$ cat config.mk
export PLATFORM = sky130hd
export DESIGN_NAME = tx_pkt_assembler
export DESIGN_NICKNAME = d
export VERILOG_FILES = /design/src/rtl/tx_asm_pkg.sv /design/src/rtl/tx_cmd_classify.sv /design/src/rtl/tx_pkt_store.sv /design/src/rtl/tx_asm_ctrl.sv /design/src/rtl/tx_pkt_assembler.sv
export SDC_FILE = /design/constraint.sdc
export NUM_CORES = 1
export LEC_CHECK = 0
export BUFFER_PORTS_ARGS = -buffer_cell sky130_fd_sc_hd__buf_2
export CORE_MARGIN = 3
export CORE_UTILIZATION = 60
export CTS_CLUSTER_DIAMETER = 80
export DETAILED_ROUTE_END_ITERATION = 16
export GPL_ROUTABILITY_DRIVEN = 1
export PLACE_DENSITY_LB_ADDON = 0.3
export SYNTH_ARGS = -nofsm -noshare
export SYNTH_HDL_FRONTEND = slang
export SYNTH_SLANG_ARGS = --single-unit
$ cat constraint.sdc
create_clock -name clk -period 3.3 [get_ports clk]
set_input_delay 0.66 -clock clk [delete_from_list [all_inputs] [get_ports clk]]
set_output_delay 0.66 -clock clk [all_outputs]
set_load 0.02 [all_outputs]
$ cat src/rtl/tx_asm_pkg.sv
package tx_asm_pkg;

  localparam logic [7:0] MARK_BYTE   = 8'h77;
  localparam logic [7:0] FLAG_MORE   = 8'h00;
  localparam logic [7:0] FLAG_CLOSE  = 8'h04;

  typedef enum logic [1:0] {
    K_DROP = 2'd0,
    K_REG  = 2'd1,
    K_DATA = 2'd2,
    K_LAST = 2'd3
  } cmd_kind_e;

  typedef enum logic [1:0] {
    ST_FILL = 2'd0,
    ST_SEND = 2'd1,
    ST_SKIP = 2'd2
  } asm_state_e;

endpackage

$ cat src/rtl/tx_cmd_classify.sv
module tx_cmd_classify
  import tx_asm_pkg::*;
(
  input  logic [15:0] hdr_bytes,   // {marker, flag}
  input  logic [31:0] body_bytes,  // bytes 3..0 of the command
  output cmd_kind_e   kind,
  output logic [31:0] dword
);

  logic [7:0] mark;
  logic [7:0] flag;

  assign mark = hdr_bytes[15:8];
  assign flag = hdr_bytes[7:0];

  // byte 0 of the command is the most significant byte of the dword
  assign dword = {body_bytes[7:0], body_bytes[15:8], body_bytes[23:16], body_bytes[31:24]};

  always_comb begin
    kind = K_DROP;
    if (mark == MARK_BYTE) begin
      if (flag[4] || flag[5])        kind = K_REG;
      else if (flag == FLAG_MORE)    kind = K_DATA;
      else if (flag == FLAG_CLOSE)   kind = K_LAST;
      else                           kind = K_DROP;
    end
  end

endmodule

$ cat src/rtl/tx_pkt_store.sv
module tx_pkt_store #(
  parameter int DEPTH = 36,
  parameter int DW    = 32,
  localparam int AW   = $clog2(DEPTH)
) (
  input  logic          clk,
  input  logic          wr_en,
  input  logic [AW-1:0] wr_addr,
  input  logic [DW-1:0] wr_data,
  input  logic [AW-1:0] rd_addr,
  output logic [DW-1:0] rd_data
);

  logic [DW-1:0] mem [DEPTH];

  always_ff @(posedge clk) begin
    if (wr_en) begin
      mem[wr_addr] <= wr_data;
    end
  end

  assign rd_data = mem[rd_addr];

endmodule

$ cat src/rtl/tx_asm_ctrl.sv
module tx_asm_ctrl
  import tx_asm_pkg::*;
#(
  parameter int MAX_DW = 36,
  localparam int AW    = $clog2(MAX_DW),
  localparam int CW    = $clog2(MAX_DW + 1)
) (
  input  logic          clk,
  input  logic          rst_n,
  input  logic          cmd_valid,
  input  cmd_kind_e     kind,
  input  logic          out_ready,
  output logic          cmd_ready,
  output logic          wr_en,
  output logic [AW-1:0] wr_addr,
  output logic [AW-1:0] rd_addr,
  output logic          out_valid,
  output logic          out_last,
  output logic          ovf_err
);

  asm_state_e    state_q, state_d;
  logic [CW-1:0] cnt_q, cnt_d;
  logic [CW-1:0] len_q, len_d;
  logic [CW-1:0] rd_q, rd_d;
  logic          ovf_q, ovf_d;
  logic          acc;
  logic          is_pkt;

  assign cmd_ready = (state_q != ST_SEND);
  assign acc       = cmd_valid && cmd_ready;
  assign is_pkt    = (kind == K_DATA) || (kind == K_LAST);
  assign out_valid = (state_q == ST_SEND);
  assign out_last  = out_valid && (rd_q == len_q - 1'b1);
  assign wr_addr   = cnt_q[AW-1:0];
  assign rd_addr   = rd_q[AW-1:0];
  assign ovf_err   = ovf_q;

  always_comb begin
    state_d = state_q;
    cnt_d   = cnt_q;
    len_d   = len_q;
    rd_d    = rd_q;
    ovf_d   = 1'b0;
    wr_en   = 1'b0;
    case (state_q)
      ST_FILL: begin
        if (acc && is_pkt) begin
          if (cnt_q == CW'(MAX_DW)) begin
            ovf_d = 1'b1;
            cnt_d = '0;
            if (kind == K_DATA) state_d = ST_SKIP;
          end else begin
            wr_en = 1'b1;
            if (kind == K_LAST) begin
              len_d   = cnt_q + 1'b1;
              cnt_d   = '0;
              rd_d    = '0;
              state_d = ST_SEND;
            end else begin
              cnt_d = cnt_q + 1'b1;
            end
          end
        end
      end
      ST_SKIP: begin
        if (acc && kind == K_LAST) state_d = ST_FILL;
      end
      ST_SEND: begin
        if (out_ready) begin
          if (out_last) state_d = ST_FILL;
          else          rd_d    = rd_q + 1'b1;
        end
      end
      default: state_d = ST_FILL;
    endcase
  end

  always_ff @(posedge clk or negedge rst_n) begin
    if (!rst_n) begin
      state_q <= ST_FILL;
      cnt_q   <= '0;
      len_q   <= '0;
      rd_q    <= '0;
      ovf_q   <= 1'b0;
    end else begin
      state_q <= state_d;
      cnt_q   <= cnt_d;
      len_q   <= len_d;
      rd_q    <= rd_d;
      ovf_q   <= ovf_d;
    end
  end

  AST_CNT_BOUND: assert property (@(posedge clk) disable iff (!rst_n)
    cnt_q <= CW'(MAX_DW));

  AST_OVF_PULSE: assert property (@(posedge clk) disable iff (!rst_n)
    ovf_q |=> !ovf_q);

  AST_WR_IN_RANGE: assert property (@(posedge clk) disable iff (!rst_n)
    wr_en |-> (cnt_q < CW'(MAX_DW)));

  AST_LAST_FREES: assert property (@(posedge clk) disable iff (!rst_n)
    (out_valid && out_ready && out_last) |=> (!out_valid && cmd_ready));

endmodule

$ cat src/rtl/tx_pkt_assembler.sv
module tx_pkt_assembler
  import tx_asm_pkg::*;
#(
  parameter int MAX_DW = 36,
  parameter int CMD_W  = 64,
  localparam int DW    = 32,
  localparam int AW    = $clog2(MAX_DW)
) (
  input  logic             clk,
  input  logic             rst_n,
  input  logic             cmd_valid,
  output logic             cmd_ready,
  input  logic [CMD_W-1:0] cmd_word,
  output logic             out_valid,
  input  logic             out_ready,
  output logic [DW-1:0]    out_data,
  output logic             out_last,
  output logic             reg_valid,
  output logic [CMD_W-1:0] reg_word,
  output logic             ovf_err
);

  logic [1:0]       rst_sync_q;
  logic             rst_int_n;
  cmd_kind_e        kind;
  logic [DW-1:0]    dword;
  logic             wr_en;
  logic [AW-1:0]    wr_addr;
  logic [AW-1:0]    rd_addr;
  logic             acc;
  logic             reg_hit;
  logic             reg_valid_q;
  logic [CMD_W-1:0] reg_word_q;

  // asynchronous assertion, synchronous release
  always_ff @(posedge clk or negedge rst_n) begin
    if (!rst_n) rst_sync_q <= 2'b00;
    else        rst_sync_q <= {rst_sync_q[0], 1'b1};
  end
  assign rst_int_n = rst_sync_q[1];

  tx_cmd_classify u_classify (
    .hdr_bytes  (cmd_word[63:48]),
    .body_bytes (cmd_word[31:0]),
    .kind       (kind),
    .dword      (dword)
  );

  tx_asm_ctrl #(.MAX_DW(MAX_DW)) u_ctrl (
    .clk       (clk),
    .rst_n     (rst_int_n),
    .cmd_valid (cmd_valid),
    .kind      (kind),
    .out_ready (out_ready),
    .cmd_ready (cmd_ready),
    .wr_en     (wr_en),
    .wr_addr   (wr_addr),
    .rd_addr   (rd_addr),
    .out_valid (out_valid),
    .out_last  (out_last),
    .ovf_err   (ovf_err)
  );

  tx_pkt_store #(.DEPTH(MAX_DW), .DW(DW)) u_store (
    .clk     (clk),
    .wr_en   (wr_en),
    .wr_addr (wr_addr),
    .wr_data (dword),
    .rd_addr (rd_addr),
    .rd_data (out_data)
  );

  assign acc     = cmd_valid && cmd_ready;
  assign reg_hit = acc && (kind == K_REG);

  always_ff @(posedge clk or negedge rst_int_n) begin
    if (!rst_int_n) begin
      reg_valid_q <= 1'b0;
      reg_word_q  <= '0;
    end else begin
      reg_valid_q <= reg_hit;
      if (reg_hit) reg_word_q <= cmd_word;
    end
  end

  assign reg_valid = reg_valid_q;
  assign reg_word  = reg_word_q;

  AST_REG_ECHO: assert property (@(posedge clk) disable iff (!rst_int_n)
    reg_hit |=> (reg_valid && reg_word == $past(cmd_word)));

  AST_NO_STRAY_REG: assert property (@(posedge clk) disable iff (!rst_int_n)
    (acc && kind != K_REG) |=> !reg_valid);

  AST_STREAM_HOLD: assert property (@(posedge clk) disable iff (!rst_int_n)
    (out_valid && !out_ready) |=> (out_valid && $stable(out_data) && $stable(out_last)));

endmodule

Word-level counts from Yosys, hierarchy flattened
Memories as Yosys holds them, arrays and structs flattened.
Index checks and enable logic that the tools add are counted.
Cells by class
  $add $sub $neg: 3
  eq/ne operators: 19
  muxes and demuxes: 28
  bitwise operators: 1
  reductions and logical operators: 14
Operators with widths (number)
  two-way mux 6 bit: 7
  two-way mux 2 bit: 11
  adder 6 x 1 -> 6 bit (second input constant): 2
  one-hot mux 6 bit (2 select lines): 1
  AND reduction 6 bit: 2
  equality test 8 x 3 -> 1 bit (second input constant): 1
  equality test 8 x 7 -> 1 bit (second input constant): 1
  logical NOT 8 bit: 1
  two-way mux 1 bit: 8
  inequality test 2 x 1 -> 1 bit (second input constant): 4
  inequality test 2 bit (second input constant): 4
  equality test 2 bit (second input constant): 3
  equality test 6 bit: 1
  equality test 6 bit (second input constant): 1
  one-hot mux 2 bit (3 select lines): 1
  subtractor 6 x 1 -> 6 bit (second input constant): 1
  logical AND 1 bit: 5
  equality test 2 x 1 -> 1 bit (second input constant): 2
  AND reduction 4 bit: 1
  inequality test 3 x 1 -> 1 bit (second input constant): 1
  inequality test 3 bit (second input constant): 1
  logical NOT 2 bit: 1
  logical OR 1 bit: 2
  AND reduction 2 bit: 1
  2 further kinds: 2
Storage, ports and cells
  flip-flop bits (word level): 88
  RAM bits: 1152
  bits of input ports: 68
  output and inout port bits: 101
  logic and storage cells: 74
  memories: 1
Memory list
  u_store.mem: words 36, bits a word 32, rd ports 1, clocked after Yosys merged registers in 0, write ports 1, line tx_pkt_store.sv:14  | logic [DW-1:0] mem [DEPTH];

Logic depth before layout (Yosys ltp)
  depth in word-level cells: 12
  gate-level depth with buffers: 10
  mapped depth without buffers: 8

By module
A second synthesis with hierarchy kept.
Second synthesis, totals
  cell total of the unflattened synthesis: 2632
  area, all modules: 49299.8 um^2
Modules (own cells, without submodules)
  tx_pkt_store: times used 1, cells each 2313, area each 45085.7 um^2, sequential area each 34593.2 um^2
  tx_pkt_assembler: times used 1, cells each 141, area each 2685.1 um^2, sequential area each 1676.6 um^2
  tx_asm_ctrl: times used 1, cells each 138, area each 1231.2 um^2, sequential area each 525.5 um^2
  tx_cmd_classify: times used 1, cells each 40, area each 297.8 um^2, sequential area each 0.0 um^2

Least setup slack after synthesis
OpenSTA, ideal clock, no wires.
  path kind: input to register
  start point: in cmd_word[48]
  end point: mem u_store.mem[31][0], enable pin
  setup time: 0.501 ns
  arrival time: 4.886 ns
  required time: 2.799 ns
  path slack: -2.087 ns
  cell stages on the path: 4
  path buffers: 0
  cell sequence: or4_4 nor4_4 nand4_1 nor4_1
Between the ends
  longest elaborated chain between the ends: 12
RTL lines
  from (decl): line tx_pkt_assembler.sv:13  | input logic [CMD_W-1:0] cmd_word,
  equality test 8 x 3 -> 1 bit: line tx_cmd_classify.sv:24  | else if (flag == FLAG_CLOSE) kind = K_LAST;
  two-way mux 2 bit: line tx_cmd_classify.sv:24
  two-way mux 2 bit *: line tx_cmd_classify.sv:23  | else if (flag == FLAG_MORE) kind = K_DATA;
  two-way mux 2 bit *: line tx_cmd_classify.sv:22  | if (flag[4] || flag[5]) kind = K_REG;
  two-way mux 2 bit *: line tx_cmd_classify.sv:21  | if (mark == MARK_BYTE) begin
  equality test 2 bit: line tx_asm_ctrl.sv:32  | assign is_pkt = (kind == K_DATA) || (kind == K_LAST);
  logical OR 1 bit *: line tx_asm_ctrl.sv:32
  logical AND 1 bit *: line tx_asm_ctrl.sv:48  | if (acc && is_pkt) begin
  two-way mux 1 bit *: line tx_asm_ctrl.sv:48
  two-way mux 1 bit *: line tx_asm_ctrl.sv:46  | case (state_q)
  two-way mux 1 bit *: line tx_pkt_store.sv:17  | if (wr_en) begin
  two-way mux 1 bit (implied by the code) *: line tx_pkt_store.sv:18  | mem[wr_addr] <= wr_data;
  to (decl): line tx_pkt_store.sv:14
Every way passes the cells marked *; elsewhere a longest branch is shown, timed or not.

Worst setup path in the final report
  start point: reg u_ctrl.rd_q[0] (netlist: u_ctrl.rd_addr[0])
  end point: out out_data[25]
Between the ends
  longest elaborated chain between the ends: 1
RTL lines
  from (decl): line tx_asm_ctrl.sv:25  | logic [CW-1:0] rd_q, rd_d;
  from (signal assigned): line tx_asm_ctrl.sv:90  | rd_q <= rd_d;
  memory (36 x 32 bit)
  to (decl): line tx_pkt_assembler.sv:16  | output logic [DW-1:0] out_data,
No other way between the ends.

==> results.yml <==
synthesis:
  synthArstFlopShare: 0.07097
  syn_area_um2: 47370
  synthFlopType: "edfxtp_1"
  synth_nets: 2190
  ys_warn_count: 0
  synth_top_area_frac: 0.7303
  synth_cells: 2118
  syn_area_per_cell_um2: 22.36
  synth.distinct_cells: 56
  ys_top_cells_by_area: "edfxtp_1 (73%), mux4_2 (14%), dfrtp_1 (4.6%), mux2_2 (1.4%), mux2i_1 (1.4%)"
  ys_seq_area_frac: 0.7768
  yosysTopAreaCell: "edfxtp_1"
  ys_ff_latch: 1240
  synth_edf_count: 1152
worst_hold_path:
  holdCritPathClass: "input pin to register"
  hold_path_end: "reg_word[37]"
  worstHoldPathCells: 2
  holdCritStartpoint: "cmd_word[37]"
floorplanning:
  io_pins: 169
  core-area_um2: 77850
  dieWidth_um: 287.0
  dieArea_um2: 82350
  start_util: 0.6084
  die_y_um: 287.0
  num_rows: 102
worst_setup_path:
  start_kind: "register"
  timing.rr.start: "u_ctrl.wr_addr[0]"
  crit_type: "register to output port"
  rrSetupSlack_ns: 0.87
  setup.worst_path.start: "u_ctrl.rd_addr[0]"
  end_kind: "output port"
  worstPathMaxFanout: 13
  r2r-end: "u_store.mem[32][12]"
  critPathArrivalTime_ns: 3.07
  cp.required_ns: 2.64
  reg2reg_depth: 8
status:
  violations: "setup timing"
  status: "complete, but fails checks"
grt:
  antenna_found_initial: 1
  grt_max_degree: 73
  grt_pass1_vias: 25310
  globalRouteOverflowTotal: 0
  grt_pass1_wl_um: 174300
  grt_use_total: 0.2943
timing:
  drv_slew: 0
  finalSetupViolCount: 32
  fin_skew_ns: 0.02764
  finalWorstSetupSlack_ns: -0.4250
  finalCritPeriodShare: 1.129
  tightest_slew_ns: 1.220
  relSlewSlack: 0.1864
  clock.fmax_mhz: 268.5
  hold_viol: 0
  hold_ws_ns: 0.2207
  fin_setup_tns_ns: -9.563
  rsz0062_at_grt: "true"
  min_period_ns: 3.725
cts:
  clk_latency_ns: 0.68
  clock_path_buffers: 3
  htree_levels: 3
  cts-root-buf: "clkbuf_16"
  numCtsBuffers: 117
  cts_tree: "yes"
  path_clk_slew_ns: 0.06
  clock-sinks: 1240
power_and_ir_drop:
  powerDensity_nw_per_um2: 542.6
  finalPower_mw: 30.88
  p_leak_nw: 18.44
  vdd_drop_max_mv: 0.4415
flow_run:
  maxCapViolCount: 0
cells_and_area:
  area_growth_pct: 20.17
  utilization: 0.7311
  final_cell_mix: "edfxtp_1 (1152), mux4_2 (288), buf_2 (137), clkbuf_16 (124), buf_4 (107)"
  nNetsFinal: 2554
  drive_above_1_share: 0.4128
  final_common_cell: "edfxtp_1"
placed_design:
  io_buffers: 168
  gp_congestion: 0.8112
  dp_hpwl_um: 62800
route:
  drc: 0
  drt-total-wl_um: 121500
  drtIter0Drc: 3281
  vias_per_cell: 6.824
  via_count: 24710
  wl_per_cell_um: 33.56
  drtAntennaViolNets: 0
  first_pass_iters: 6
==> report_power, final <==
part,total [mW],switching (mW),internal [mW]
registers,17.2,0.0334,17.2
clock network,13.1,5.73,7.37
logic,0.542,0.391,0.151
total,30.9,6.16,24.7
==> state kept, by name, indices dropped and copies added, names as in the netlist <==
name and flops:
reg_valid 1, reg_word 64, rst_sync_q 2, u_ctrl.len_q 6, u_ctrl.ovf_err 1, u_ctrl.rd_addr 6, u_ctrl.state_q 2, u_ctrl.wr_addr 6
u_store.mem 1152
==> logic make-up (layout without fill, tap and decap cells) <==
family,after synthesis,after routing,share of synthesized area
compound gates,160,160,0.02473
flops,1240,1240,0.7768
buf+inv,127,589,0.01350
fa+ha+maj,4,4,0.001057
mux,410,410,0.1643
simple gates,166,166,0.01770
xor+xnor,10,10,0.001849
other cells,1,2,0.00007917
==> area by class of cell <==
| class | instances | area (um2) |
|---|---|---|
| Inverter | 8 | 30.03 |
| Timing Repair Buffer | 364 | 3811 |
| Multi-Input combinational cell | 751 | 11260 |
| Clock buffer | 139 | 3053 |
| Fill cell | 4188 | 20930 |
| Antenna cell | 1 | 2.502 |
| Clock inverter | 78 | 653.1 |
| Tap cell | 1040 | 1301 |
| Sequential cell | 1240 | 36810 |
==> cells in the mapped netlist, types with 3 or more instances <==
cell type / number
nand4b_1: 3
nand3_1: 15
mux2i_1: 64
mux2_2: 58
nor4_1: 3
mux4_2: 288
nand2b_1: 4
edfxtp_1: 1152
buf_2: 31
a22o_1: 32
clkbuf_1: 50
o22ai_1: 64
a21oi_1: 4
xor2_1: 4
buf_1: 6
xnor2_1: 6
o21ai_0: 12
nor2_1: 49
nand2_1: 52
buf_4: 31
nor3_1: 5
dfrtp_1: 88
inv_1: 8
ha_1: 4
nor2b_1: 3
o41ai_1: 33
o31ai_1: 3
or3_1: 3
a31oi_1: 3
nand4_1: 5
or2_2: 6
==> worst max-delay path by stage <==
stage | cells past startpoint | to
6_report | 8 | out_data[25]
5_1_grt | 8 | out_data[25]
3_3_place_gp | 8 | out_data[31]
3_5_place_dp | 8 | out_data[13]
4_1_cts | 8 | out_data[5]
2_1_floorplan | 6 | u_store.mem[6][0]
==> layer usage <==
| metal | track usage | wire length, um | vias to the layer above |
|---|---|---|---|
| li1 | - | - | 9702 |
| met1 | 0.4100 | 43550 | 12900 |
| met2 | 0.4806 | 61160 | 1887 |
| met3 | 0.06368 | 13580 | 222 |
| met4 | 0.08350 | 3235 | 0 |
| met5 | 0 | 0 | - |
==> stage by stage <==
| step | std cells | setup slack (ns) | area (um2) |
|---|---|---|---|
| floorplan | 2118 | -0.2113 | 47470 |
| global placement | 3354 | 0.09675 | 51250 |
| detailed placement | 3354 | 0.06250 | 51250 |
| CTS | 3600 | -0.3579 | 56370 |
| global route | 3620 | -0.4628 | 56920 |
| finish | 3621 | -0.4250 | 56920 |
==> timing repair <==
item	in CTS	in global routing
pin swaps	30	11
hold buffers	1	0
gates resized for setup	181	66
setup endpoints to repair	33	33
gates cloned	8	5
setup buffers	22	16
endpoints found under the hold margin	2	0
==> critical path: stages (launching register included) <==
cell     delay, ns
dfrtp_4       0.54
buf_4         0.17
buf_12        0.14
buf_16        0.16
mux4_2        0.34
mux2i_1       0.07
a22o_1        0.30
o41ai_2       0.43
buf_4         0.22
Note: power is estimated with default switching activity, not from simulation.
